===== src/rtl/sst_pkg.sv =====
package sst_pkg;

  typedef enum logic {
    SYNC_WORD = 1'b0,
    SYNC_BIT  = 1'b1
  } sync_kind_e;

  // codes 01 and 10 give a bit-long sync, 00 and 11 a word-long one
  function automatic sync_kind_e decode_sync_len(input logic [1:0] code);
    return (code[1] ^ code[0]) ? SYNC_BIT : SYNC_WORD;
  endfunction

endpackage


===== src/rtl/sst_bclk_gen.sv =====
module sst_bclk_gen #(
  parameter int unsigned DIV_W = 8
) (
  input  logic             clk_i,
  input  logic             rst_ni,
  input  logic             int_clk_i,
  input  logic             clk_pol_i,
  input  logic [DIV_W-1:0] div_i,
  input  logic             bclk_i,
  output logic             bclk_o,
  output logic             launch_o
);

  logic [DIV_W-1:0] div_cnt_q;
  logic             bclk_int_q;
  logic [1:0]       ext_sync_q;
  logic             bsel_d_q;
  logic             bsel;
  logic             rise;
  logic             fall;

  always_ff @(posedge clk_i or negedge rst_ni) begin
    if (!rst_ni) begin
      div_cnt_q  <= '0;
      bclk_int_q <= 1'b0;
    end else if (!int_clk_i) begin
      div_cnt_q  <= '0;
      bclk_int_q <= 1'b0;
    end else if (div_cnt_q >= div_i) begin
      div_cnt_q  <= '0;
      bclk_int_q <= ~bclk_int_q;
    end else begin
      div_cnt_q  <= div_cnt_q + DIV_W'(1);
    end
  end

  always_ff @(posedge clk_i or negedge rst_ni) begin
    if (!rst_ni) begin
      ext_sync_q <= '0;
      bsel_d_q   <= 1'b0;
    end else begin
      ext_sync_q <= {ext_sync_q[0], bclk_i};
      bsel_d_q   <= bsel;
    end
  end

  assign bsel     = int_clk_i ? bclk_int_q : ext_sync_q[1];
  assign rise     = bsel & ~bsel_d_q;
  assign fall     = ~bsel & bsel_d_q;
  assign launch_o = clk_pol_i ? fall : rise;
  assign bclk_o   = bclk_int_q;

  AST_DIV_HOLD: assert property (@(posedge clk_i) disable iff (!rst_ni)
    int_clk_i && (div_cnt_q < div_i) |=> $stable(bclk_o));

  AST_EXT_QUIET: assert property (@(posedge clk_i) disable iff (!rst_ni)
    !int_clk_i |=> !bclk_o);

endmodule


===== src/rtl/sst_frame_ctrl.sv =====
module sst_frame_ctrl
  import sst_pkg::*;
#(
  parameter int unsigned WORD_W     = 16,
  parameter int unsigned FRAME_BITS = 32,
  localparam int unsigned POS_W     = $clog2(FRAME_BITS)
) (
  input  logic             clk_i,
  input  logic             rst_ni,
  input  logic             launch_i,
  input  sync_kind_e       kind_i,
  input  logic             early_i,
  output logic [POS_W-1:0] pos_o,
  output logic [POS_W-1:0] next_pos_o,
  output logic             frame_start_o,
  output logic             fs_act_o
);

  localparam logic [POS_W-1:0] LAST_POS = POS_W'(FRAME_BITS - 1);
  localparam logic [POS_W-1:0] WORD_END = POS_W'(WORD_W);
  localparam logic [POS_W-1:0] EARLY_END = POS_W'(WORD_W - 1);

  logic [POS_W-1:0] pos_q;
  logic             fs_act_q;
  logic             fs_next;

  assign next_pos_o    = (pos_q == LAST_POS) ? '0 : pos_q + POS_W'(1);
  assign frame_start_o = launch_i && (pos_q == LAST_POS);

  always_comb begin
    if (kind_i == SYNC_BIT)  fs_next = (next_pos_o == LAST_POS);
    else if (early_i)        fs_next = (next_pos_o == LAST_POS) || (next_pos_o < EARLY_END);
    else                     fs_next = (next_pos_o < WORD_END);
  end

  // reset to the last position so the first launch opens a frame
  always_ff @(posedge clk_i or negedge rst_ni) begin
    if (!rst_ni) begin
      pos_q    <= LAST_POS;
      fs_act_q <= 1'b0;
    end else if (launch_i) begin
      pos_q    <= next_pos_o;
      fs_act_q <= fs_next;
    end
  end

  assign pos_o    = pos_q;
  assign fs_act_o = fs_act_q;

  AST_POS_WRAP: assert property (@(posedge clk_i) disable iff (!rst_ni)
    launch_i && (pos_q == LAST_POS) |=> (pos_q == '0));

  AST_FS_HOLD: assert property (@(posedge clk_i) disable iff (!rst_ni)
    !launch_i |=> $stable(fs_act_o));

  AST_BIT_SYNC_ONLY_LAST: assert property (@(posedge clk_i) disable iff (!rst_ni)
    launch_i && (kind_i == SYNC_BIT) && (pos_q != (LAST_POS - POS_W'(1))) |=> !fs_act_o);

endmodule


===== src/rtl/sst_tx_datapath.sv =====
module sst_tx_datapath #(
  parameter int unsigned WORD_W     = 16,
  parameter int unsigned FRAME_BITS = 32,
  localparam int unsigned POS_W     = $clog2(FRAME_BITS),
  localparam int unsigned SEL_W     = $clog2(WORD_W)
) (
  input  logic              clk_i,
  input  logic              rst_ni,
  input  logic [WORD_W-1:0] data_i,
  input  logic              valid_i,
  output logic              ready_o,
  input  logic              launch_i,
  input  logic              frame_start_i,
  input  logic [POS_W-1:0]  next_pos_i,
  input  logic              lsb_first_i,
  output logic              sd_o,
  output logic              underrun_o
);

  localparam logic [POS_W-1:0] WORD_END = POS_W'(WORD_W);
  localparam logic [SEL_W-1:0] TOP_BIT  = SEL_W'(WORD_W - 1);

  logic [WORD_W-1:0] hold_q;
  logic              hold_full_q;
  logic [WORD_W-1:0] word_q;
  logic [WORD_W-1:0] new_word;
  logic [WORD_W-1:0] src_word;
  logic [SEL_W-1:0]  bit_idx;
  logic              sd_q;
  logic              underrun_q;
  logic              accept;

  assign ready_o  = ~hold_full_q;
  assign accept   = valid_i && ready_o;
  assign new_word = hold_full_q ? hold_q : '0;
  assign src_word = frame_start_i ? new_word : word_q;
  assign bit_idx  = lsb_first_i ? next_pos_i[SEL_W-1:0] : TOP_BIT - next_pos_i[SEL_W-1:0];

  // accept only happens when empty, so it never collides with a pending word
  always_ff @(posedge clk_i or negedge rst_ni) begin
    if (!rst_ni) begin
      hold_q      <= '0;
      hold_full_q <= 1'b0;
    end else if (accept) begin
      hold_q      <= data_i;
      hold_full_q <= 1'b1;
    end else if (frame_start_i) begin
      hold_full_q <= 1'b0;
    end
  end

  always_ff @(posedge clk_i or negedge rst_ni) begin
    if (!rst_ni) begin
      word_q     <= '0;
      underrun_q <= 1'b0;
    end else if (frame_start_i) begin
      word_q     <= new_word;
      underrun_q <= ~hold_full_q;
    end
  end

  always_ff @(posedge clk_i or negedge rst_ni) begin
    if (!rst_ni) begin
      sd_q <= 1'b0;
    end else if (launch_i) begin
      sd_q <= (next_pos_i < WORD_END) ? src_word[bit_idx] : 1'b0;
    end
  end

  assign sd_o       = sd_q;
  assign underrun_o = underrun_q;

  AST_ACCEPT_BLOCKS: assert property (@(posedge clk_i) disable iff (!rst_ni)
    valid_i && ready_o |=> !ready_o);

  AST_UNDERRUN_ZERO: assert property (@(posedge clk_i) disable iff (!rst_ni)
    frame_start_i && ready_o |=> underrun_o && !sd_o);

  AST_IDLE_ZERO: assert property (@(posedge clk_i) disable iff (!rst_ni)
    launch_i && (next_pos_i >= WORD_END) |=> !sd_o);

  AST_SD_HOLD: assert property (@(posedge clk_i) disable iff (!rst_ni)
    !launch_i |=> $stable(sd_o));

endmodule


===== src/rtl/sync_serial_tx.sv =====
module sync_serial_tx
  import sst_pkg::*;
#(
  parameter int unsigned WORD_W     = 16,
  parameter int unsigned FRAME_BITS = 32,
  parameter int unsigned DIV_W      = 8
) (
  input  logic              clk_i,
  input  logic              rst_ni,
  input  logic [WORD_W-1:0] tx_data_i,
  input  logic              tx_valid_i,
  output logic              tx_ready_o,
  input  logic              clk_pol_i,
  input  logic              sync_pol_i,
  input  logic              sync_early_i,
  input  logic [1:0]        sync_len_i,
  input  logic              lsb_first_i,
  input  logic              int_clk_i,
  input  logic [DIV_W-1:0]  div_i,
  input  logic              bclk_i,
  output logic              bclk_o,
  output logic              bclk_oe_o,
  output logic              sd_o,
  output logic              fs_o,
  output logic              underrun_o
);

  localparam int unsigned POS_W = $clog2(FRAME_BITS);

  logic             launch;
  logic [POS_W-1:0] pos;
  logic [POS_W-1:0] next_pos;
  logic             frame_start;
  logic             fs_act;
  sync_kind_e       kind;

  assign kind = decode_sync_len(sync_len_i);

  sst_bclk_gen #(
    .DIV_W (DIV_W)
  ) i_bclk_gen (
    .clk_i     (clk_i),
    .rst_ni    (rst_ni),
    .int_clk_i (int_clk_i),
    .clk_pol_i (clk_pol_i),
    .div_i     (div_i),
    .bclk_i    (bclk_i),
    .bclk_o    (bclk_o),
    .launch_o  (launch)
  );

  sst_frame_ctrl #(
    .WORD_W     (WORD_W),
    .FRAME_BITS (FRAME_BITS)
  ) i_frame_ctrl (
    .clk_i         (clk_i),
    .rst_ni        (rst_ni),
    .launch_i      (launch),
    .kind_i        (kind),
    .early_i       (sync_early_i),
    .pos_o         (pos),
    .next_pos_o    (next_pos),
    .frame_start_o (frame_start),
    .fs_act_o      (fs_act)
  );

  sst_tx_datapath #(
    .WORD_W     (WORD_W),
    .FRAME_BITS (FRAME_BITS)
  ) i_datapath (
    .clk_i         (clk_i),
    .rst_ni        (rst_ni),
    .data_i        (tx_data_i),
    .valid_i       (tx_valid_i),
    .ready_o       (tx_ready_o),
    .launch_i      (launch),
    .frame_start_i (frame_start),
    .next_pos_i    (next_pos),
    .lsb_first_i   (lsb_first_i),
    .sd_o          (sd_o),
    .underrun_o    (underrun_o)
  );

  assign fs_o      = fs_act ^ sync_pol_i;
  assign bclk_oe_o = int_clk_i;

  AST_FRAME_START_LOADS: assert property (@(posedge clk_i) disable iff (!rst_ni)
    frame_start |=> (pos == '0));

  AST_UNDERRUN_STABLE: assert property (@(posedge clk_i) disable iff (!rst_ni)
    !frame_start |=> $stable(underrun_o));

endmodule


===== config.mk =====
export PLATFORM = sky130hd
export DESIGN_NAME = sync_serial_tx
export DESIGN_NICKNAME = d
export VERILOG_FILES = /design/src/rtl/sst_pkg.sv /design/src/rtl/sst_bclk_gen.sv /design/src/rtl/sst_frame_ctrl.sv /design/src/rtl/sst_tx_datapath.sv /design/src/rtl/sync_serial_tx.sv
export SDC_FILE = /design/constraint.sdc
export NUM_CORES = 1
export LEC_CHECK = 0
export CORE_ASPECT_RATIO = 0.75
export CORE_MARGIN = 2
export CORE_UTILIZATION = 50
export DETAILED_ROUTE_END_ITERATION = 16
export DONT_BUFFER_PORTS = 1
export GPL_ROUTABILITY_DRIVEN = 0
export PLACE_DENSITY = 0.74
export SYNTH_ARGS = -nofsm -noshare
export SYNTH_HDL_FRONTEND = slang
export SYNTH_SLANG_ARGS = --single-unit
export TNS_END_PERCENT = 30

===== constraint.sdc =====
create_clock -name clk_i -period 6.25 [get_ports clk_i]
set_clock_uncertainty 0.1 [all_clocks]
set_input_delay 0.625 -clock clk_i [delete_from_list [all_inputs] [get_ports clk_i]]
set_output_delay 0.625 -clock clk_i [all_outputs]
set_load 0.05 [all_outputs]

==> results of run 1 <==
==> state kept, by name (all words and copies together), names as in the netlist <==
signal,flops
i_bclk_gen.bclk_o,1
i_datapath.hold_full_q,1
i_datapath.underrun_o,1
i_bclk_gen.div_cnt_q,8
i_datapath.word_q,16
i_bclk_gen.bsel_d_q,1
i_datapath.hold_q,16
i_bclk_gen.ext_sync_q,2
i_datapath.sd_o,1
i_frame_ctrl.fs_act_o,1
i_frame_ctrl.pos_o,5
==> power groups by stage <==
stage,logic (mW),clock network (mW),registers (mW)
6_report,0.531,0.237,0.561
3_5_place_dp,0.518,0,0.569
2_1_floorplan,0.465,0,0.523
4_1_cts,0.531,0.243,0.561
3_3_place_gp,0.509,0,0.561
5_1_grt,0.593,0.257,0.581
==> layout by cell type (no fill, tap or decap), drive strengths merged, types with 3 or more instances in the layout <==
cell type and n:
clkbuf 5, nor3 4, mux2i 7, a21oi 10
xnor2 6, inv 18, nand2 43, buf 3
ha 12, o21ai 20, a211oi 5, xor2 9
dfrtp 48, a21o 4, o21a 3, nor2 19
nand3 7, and3 5, o22ai 4, dfstp 5
mux2 23
==> cell families after synthesis <==
kind of cell	after synthesis	synth area share (%)
and+or+nand+nor	89	14.1
AOI/OAI and AO/OA	58	13.7
muxes	30	11.8
buffers and inverters	32	5.26
adders and majority gates	12	5.13
xor gates and xnor gates	15	4.49
DFF	53	45.5
==> synth_stat cells (all sizes together) (6+ instances only) <==
master | n | area share [%]
o21ai | 20 | 3.7
mux2 | 23 | 9.0
nand2 | 43 | 5.9
xnor2 | 6 | 1.8
clkbuf | 6 | 0.77
nor2 | 19 | 2.4
dfrtp | 48 | 41
xor2 | 9 | 2.7
mux2i | 7 | 2.8
buf | 9 | 2.3
a21oi | 10 | 1.7
inv | 17 | 2.2
ha | 12 | 5.1
nand3 | 7 | 1.2
==> worst max-delay path: cells and delay by family (launching register included) <==
kind	cells	cell delay, ns
buffers and inverters	1	0.26
muxes	2	0.27
DFF	1	0.63
AOI/OAI and AO/OA	4	0.66
and+or+nand+nor	2	0.47
adders and majority gates	2	0.63
==> layer usage <==
layer	track usage [%]	up-vias
met1	26.9	946
met4	4.64	0
met3	6.15	6
met5	0	-
li1	-	994
met2	25.1	51
==> worst paths after layout <==
kind / depth (start not counted) / endpoint / slack, ns
max: 11 / i_datapath.sd_o / 3.12
max reg2reg: 11 / i_datapath.sd_o / 3.12
min reg2reg: 0 / i_bclk_gen.ext_sync_q[1] / 0.26
max in group asynchronous: 1 / i_bclk_gen.div_cnt_q[6] / 5.79
min: 0 / i_frame_ctrl.pos_o[0] / 0.05
min in group clk_i: 0 / i_bclk_gen.ext_sync_q[0] / 0.24
==> final cells by class <==
type | count | area, sq um | area share [%]
timing repair buffer | 3 | 42.5 | 1.38
multi-input combinational | 204 | 1440 | 46.6
inverter | 17 | 63.8 | 2.06
clock inverter | 3 | 43.8 | 1.42
sequential | 53 | 1330 | 43.1
tap | 78 | 97.6 | 3.16
clock buffer | 5 | 68.8 | 2.23
==> timing repair <==
| item | CTS | global route |
|---|---|---|
| endpoints found under the setup margin | 0 | 0 |
| hold buffers | 1 | 0 |
| endpoints found under the hold margin | 48 | 0 |
==> impl_results.md, run 1 <==
- Switch Pwr: 519 uW
- Clock share of power: 17.8%
- Die area: 6490 sq um
- Clock sink count: 53
- Final setup violation count: 0
- Comb power frac: 40.0%
- Inst Count DP: 354
- Antenna Nets Post-Route: 0
- N_diodes: 0
- Area grow syn2layout: 5.56%
- Mapped Cells: 289
- WP data required: 6.35 ns
- Initial antenna violation count: 0
- Post-CTS Repair Setup Buffers: 0
- Post-route setup slack: 3.12 ns
- Crit path launch: i_frame_ctrl.pos_o[0]
- Routed len/inst: 14.9 um
- WP data arrival: 3.23 ns
- Critical-path top delay cell: dfstp_2
- 1st-pass router iterations: 4
- 1st-iter DRT viols: 165
- Met1 wire length: 2.77 mm
- Syn avg cell area: 10.1 sq um
- Clock slew seen by the registers of the worst setup and hold paths: 0.10 ns
- Pwr Total: 1.33 mW
- Nets: 331
- Layout cells sized above 1: 17.9%
- CTS buffer count: 5
- Cell Chain, Critical Path: ha_1 > and3_1 > ha_1 > nor3b_2 > mux2i_4 > buf_4 > mux2i_1 > o211ai_1 > o21ai_0 > a211oi_2 > a211oi_2
- Uppermost layer routed: met4
- Total grt overflow: 0
- Final WL: 5.39 mm
- Fin crit share: 50.1%
- Layout fillers: 506
- Slew Limit Headroom: 32.1%
- DR DRC count: 0
- Total negative slack: 0 ns
- Rows: 24
- Post-detail-place hpwl: 3.82 mm
- Max VDD drop: 251 uV
- Core Area: 5740 sq um
- Net Sw Frac: 39.0%
- Cell Area, Synth: 2930 sq um
- Fin crit period: 3.13 ns
- DR WL met2: 2.25 mm
- Synth Warn #: 0
- Start of the worst register-to-register path: i_frame_ctrl.pos_o[0]
- Post-synthesis sequential area ratio: 45.5%
- FMAX: 320 MHz
- Setup crit start kind: register
- IO Pins: 41
- Vias in the first global route: 1811
- Post-synth EDFFs: 0
- First-pass GRT wire length: 9.18 mm
- Die H: 70.3 um
- Worst slack, placed: 3.13 ns
- Max Buffers Root-to-Sink: 2
- Outcome: completed
- Worst-Margin Slew: 1.02 ns
- Final non-filler cell total: 363
- Hold_ws: 0.0492 ns
- Resized cells post-CTS: 0
- H-tree Lvls: 2
- Vias per inst: 5.50
- Met3 wire len: 326 um
- Max incr delay on CP: 0.63 ns
- Placed cell areas: 2950 sq um
- Sequential Power Share: 42.2%
- Max_cap viols: 0
- Slew Limit Fails: 0
- Crit Path Category: reg2reg
- Critical path peak fanout: 39
- FF+latch count, synth: 53
- Synth Flop Type: dfrtp_1
- Async SR Flop Fraction: 100%
- Largest net degree at the start of global routing: 49
- HP Class: in2async
- Unrepaired setup endpoints after global routing: false
- Post-Syn Nets: 336
- Horiz. Die Dim: 92.4 um
- P_int: 810 uW
- GRT Util Overall: 18.0%
- Post-synth cell types: 52
- Pwr/cell area: 430 nW/um^2
- I/O Buffers: 0
- Hold Violations, Final: 0
- CTS tree: done
- Final instance area: 3090 sq um
- Via count: 1997
- Worst Setup End Kind: register
- Root Buffer: clkbuf_8
- Leakage dissipation: 1.46 nW
- Initial Utilization: 51.0%
- Clk_lat worst skew: 0.31 ns
- Final Util: 53.9%
Power figures use the tool's default switching activity.
==> inputs of run 2 (changes only) <==
- clock period: 6.25 -> 3 ns (I/O delays scaled with it)
==> impl_results.md, run 2 (synthesis gave the netlist of run 1 again) <==
- Outcome: completed
- Nets: 336 (+1.5%)
- Leakage dissipation: 1.47 nW (+0.87%)
- HP Class: in2reg
- 1st-pass router iterations: 4 (unchanged)
- Clock sink count: 53 (unchanged)
- Largest net degree at the start of global routing: 54 (+10%)
- Startpoint of the worst hold path: int_clk_i
- Area of the multi-input gates: 1450 sq um (+0.78%)
- Vias per inst: 5.32 (-3.3%)
- CTS tree: done
- Total grt overflow: 0 (unchanged)
- Critical-path top delay cell: dfstp_2
- Rows: 24 (unchanged)
- WP data required: 3.13 ns (-3.22 ns)
- Worst reg2reg path endpoint: i_datapath.sd_o
- Critical path peak fanout: 37 (-5.1%)
- R2r worst-path depth: 10 (-1)
- Register area: 1330 sq um (unchanged)
- Final setup violation count: 0 (unchanged)
- FMAX: 350 MHz (+9.4%)
- Root Buffer: clkbuf_8
- Max VDD drop: 521 uV (+110%)
- Hold_ws: 0.0209 ns (-0.0283 ns)
- Max Buffers Root-to-Sink: 2 (unchanged)
- Start of the worst register-to-register path: i_frame_ctrl.pos_o[0]
- Setup crit start kind: register
- Initial Utilization: 51.0% (unchanged)
- I/O Buffers: 0 (unchanged)
- Initial antenna violation count: 0 (unchanged)
- Die H: 70.3 um (unchanged)
- Layout cells sized above 1: 19.3% (+1.4 points)
- Core Area: 5740 sq um (unchanged)
- Worst Setup End Kind: register
- Worst reg2reg setup slack: 0.14 ns (-2.98 ns)
- Hold-critical path endpoint: i_bclk_gen.bclk_o
- DR DRC count: 0 (unchanged)
- Vias in the first global route: 1894 (+4.6%)
- First-pass GRT wire length: 8.86 mm (-3.5%)
- Clk_lat worst skew: 0.30 ns (about the same)
- Largest regs: i_datapath.hold_q x16, i_datapath.word_q x16, i_bclk_gen.div_cnt_q x8
- Most frequent cells in the layout: 48 x dfrtp_1, 41 x nand2_1, 21 x mux2_2
- IO Pins: 41 (unchanged)
- WP data arrival: 2.99 ns (-0.24 ns)
- Pwr/cell area: 868 nW/um^2 (+100%)
- CP bufs+invs: 1 (unchanged)
- Worst-Margin Slew: 0.987 ns (-0.0318 ns)
- N_diodes: 0 (unchanged)
- Area grow syn2layout: 6.84%
- WHS Path Cells: 1
- Via count: 1958 (-2.0%)
- Crit Path Category: reg2reg
- Horiz. Die Dim: 92.4 um (unchanged)
- Final WL: 5.21 mm (-3.4%)
- Pwr Total: 2.72 mW (+100%)
- Commonest non-fill, non-tap cell in the layout: dfrtp_1
- Clock slew seen by the registers of the worst setup and hold paths: 0.09 ns (about the same)
- Antenna Nets Post-Route: 0 (unchanged)
- Max incr delay on CP: 0.63 ns (about the same)
- Die area: 6490 sq um (unchanged)
- Total negative slack: 0 ns (unchanged)
- Post-detail-place hpwl: 3.76 mm (-1.5%)
- Slew Limit Headroom: 34.0% (+1.9 points)
- Top delay family on crit path: compound AO/OA/AOI/OAI gates
- Slew Limit Fails: 0 (unchanged)
- Fin crit period: 2.86 ns (-0.268 ns)
- Most used cell, CP: ha_2
- Unrepaired setup endpoints after global routing: false
- Fin crit share: 95.4% (+45 points)
- Max_cap viols: 0 (unchanged)
- H-tree Lvls: 2 (unchanged)
- Routed len/inst: 14.1 um (-4.8%)
- 1st-iter DRT viols: 184 (+12%)
- Cell Chain, Critical Path: ha_2 > and3_1 > ha_2 > nor3b_4 > mux2i_4 > buf_4 > o21ai_0 > o22ai_1 > o21a_1 > a211oi_2
- Hold Violations, Final: 0 (unchanged)
- Layout fillers: 505 (-0.20%)
- GRT Util Overall: 17.3% (-0.73 points)
- CTS buffer count: 5 (unchanged)
run 2: final cells by class:
class	instances	area share (%)
clock buffer	6	2.64
clock inverter	2	0.440
inverter	17	2.04
multi-input combinational	204	46.4
sequential	53	42.6
tap	78	3.12
timing repair buffer	8	2.72
run 2: routing by layer:
metal / vias to the layer above / wire (um) / GRT usage (%)
li1: 992 / - / -
met1: 914 / 2630 / 24.8
met2: 48 / 2260 / 25.6
met3: 4 / 258 / 4.75
met4: 0 / 53 / 5.47
met5: - / 0 / 0
run 2: worst register-to-register path, delay by kind of cell (launching register included):
family / cells / cell delay, ns
AND/OR/NAND/NOR: 2 / 0.41
multiplexers: 1 / 0.11
flip-flops: 1 / 0.63
adder cells (fa/ha/maj): 2 / 0.51
buffers and inverters: 1 / 0.25
AO/OA/AOI/OAI: 4 / 0.76
run 2: repair_timing:
item / 4_1_cts / 5_1_grt
resized for setup: 0 / 4
hold endpoints to repair: 54 / 0
setup endpoints to repair: 0 / 1
buffers inserted: 0 / 0
hold buffers: 3 / 0
run 2: where the power goes:
part           switching (mW)  leakage, nW  internal [mW]
combinational           0.613        0.762          0.515
sequential              0.223        0.658          0.949
clock                   0.230       0.0512          0.187
total                    1.07         1.47           1.65
run 2: worst max path at each step:
stage               cells after the start  slack (ns)             startpoint         endpoint
floorplan                              13        0.36  i_frame_ctrl.pos_o[1]  i_datapath.sd_o
finish                                 10        0.14  i_frame_ctrl.pos_o[0]  i_datapath.sd_o
global route                           11      0.0003  i_frame_ctrl.pos_o[0]  i_datapath.sd_o
detailed placement                     10        0.02  i_frame_ctrl.pos_o[0]  i_datapath.sd_o
global placement                       11        0.20  i_frame_ctrl.pos_o[0]  i_datapath.sd_o
CTS                                    10        0.01  i_frame_ctrl.pos_o[0]  i_datapath.sd_o
run 2: metrics by stage:
step                      util (%)  setup slack, ns  instance area, sq um  cells
final                         54.5            0.139                  3130    368
after global routing          54.5         0.000269                  3130    368
after CTS                     54.3          0.00951                  3120    368
after detailed placement      51.8           0.0203                  2970    357
after global placement        51.8            0.198                  2970    357
after floorplan                  -            0.364                  2930    289
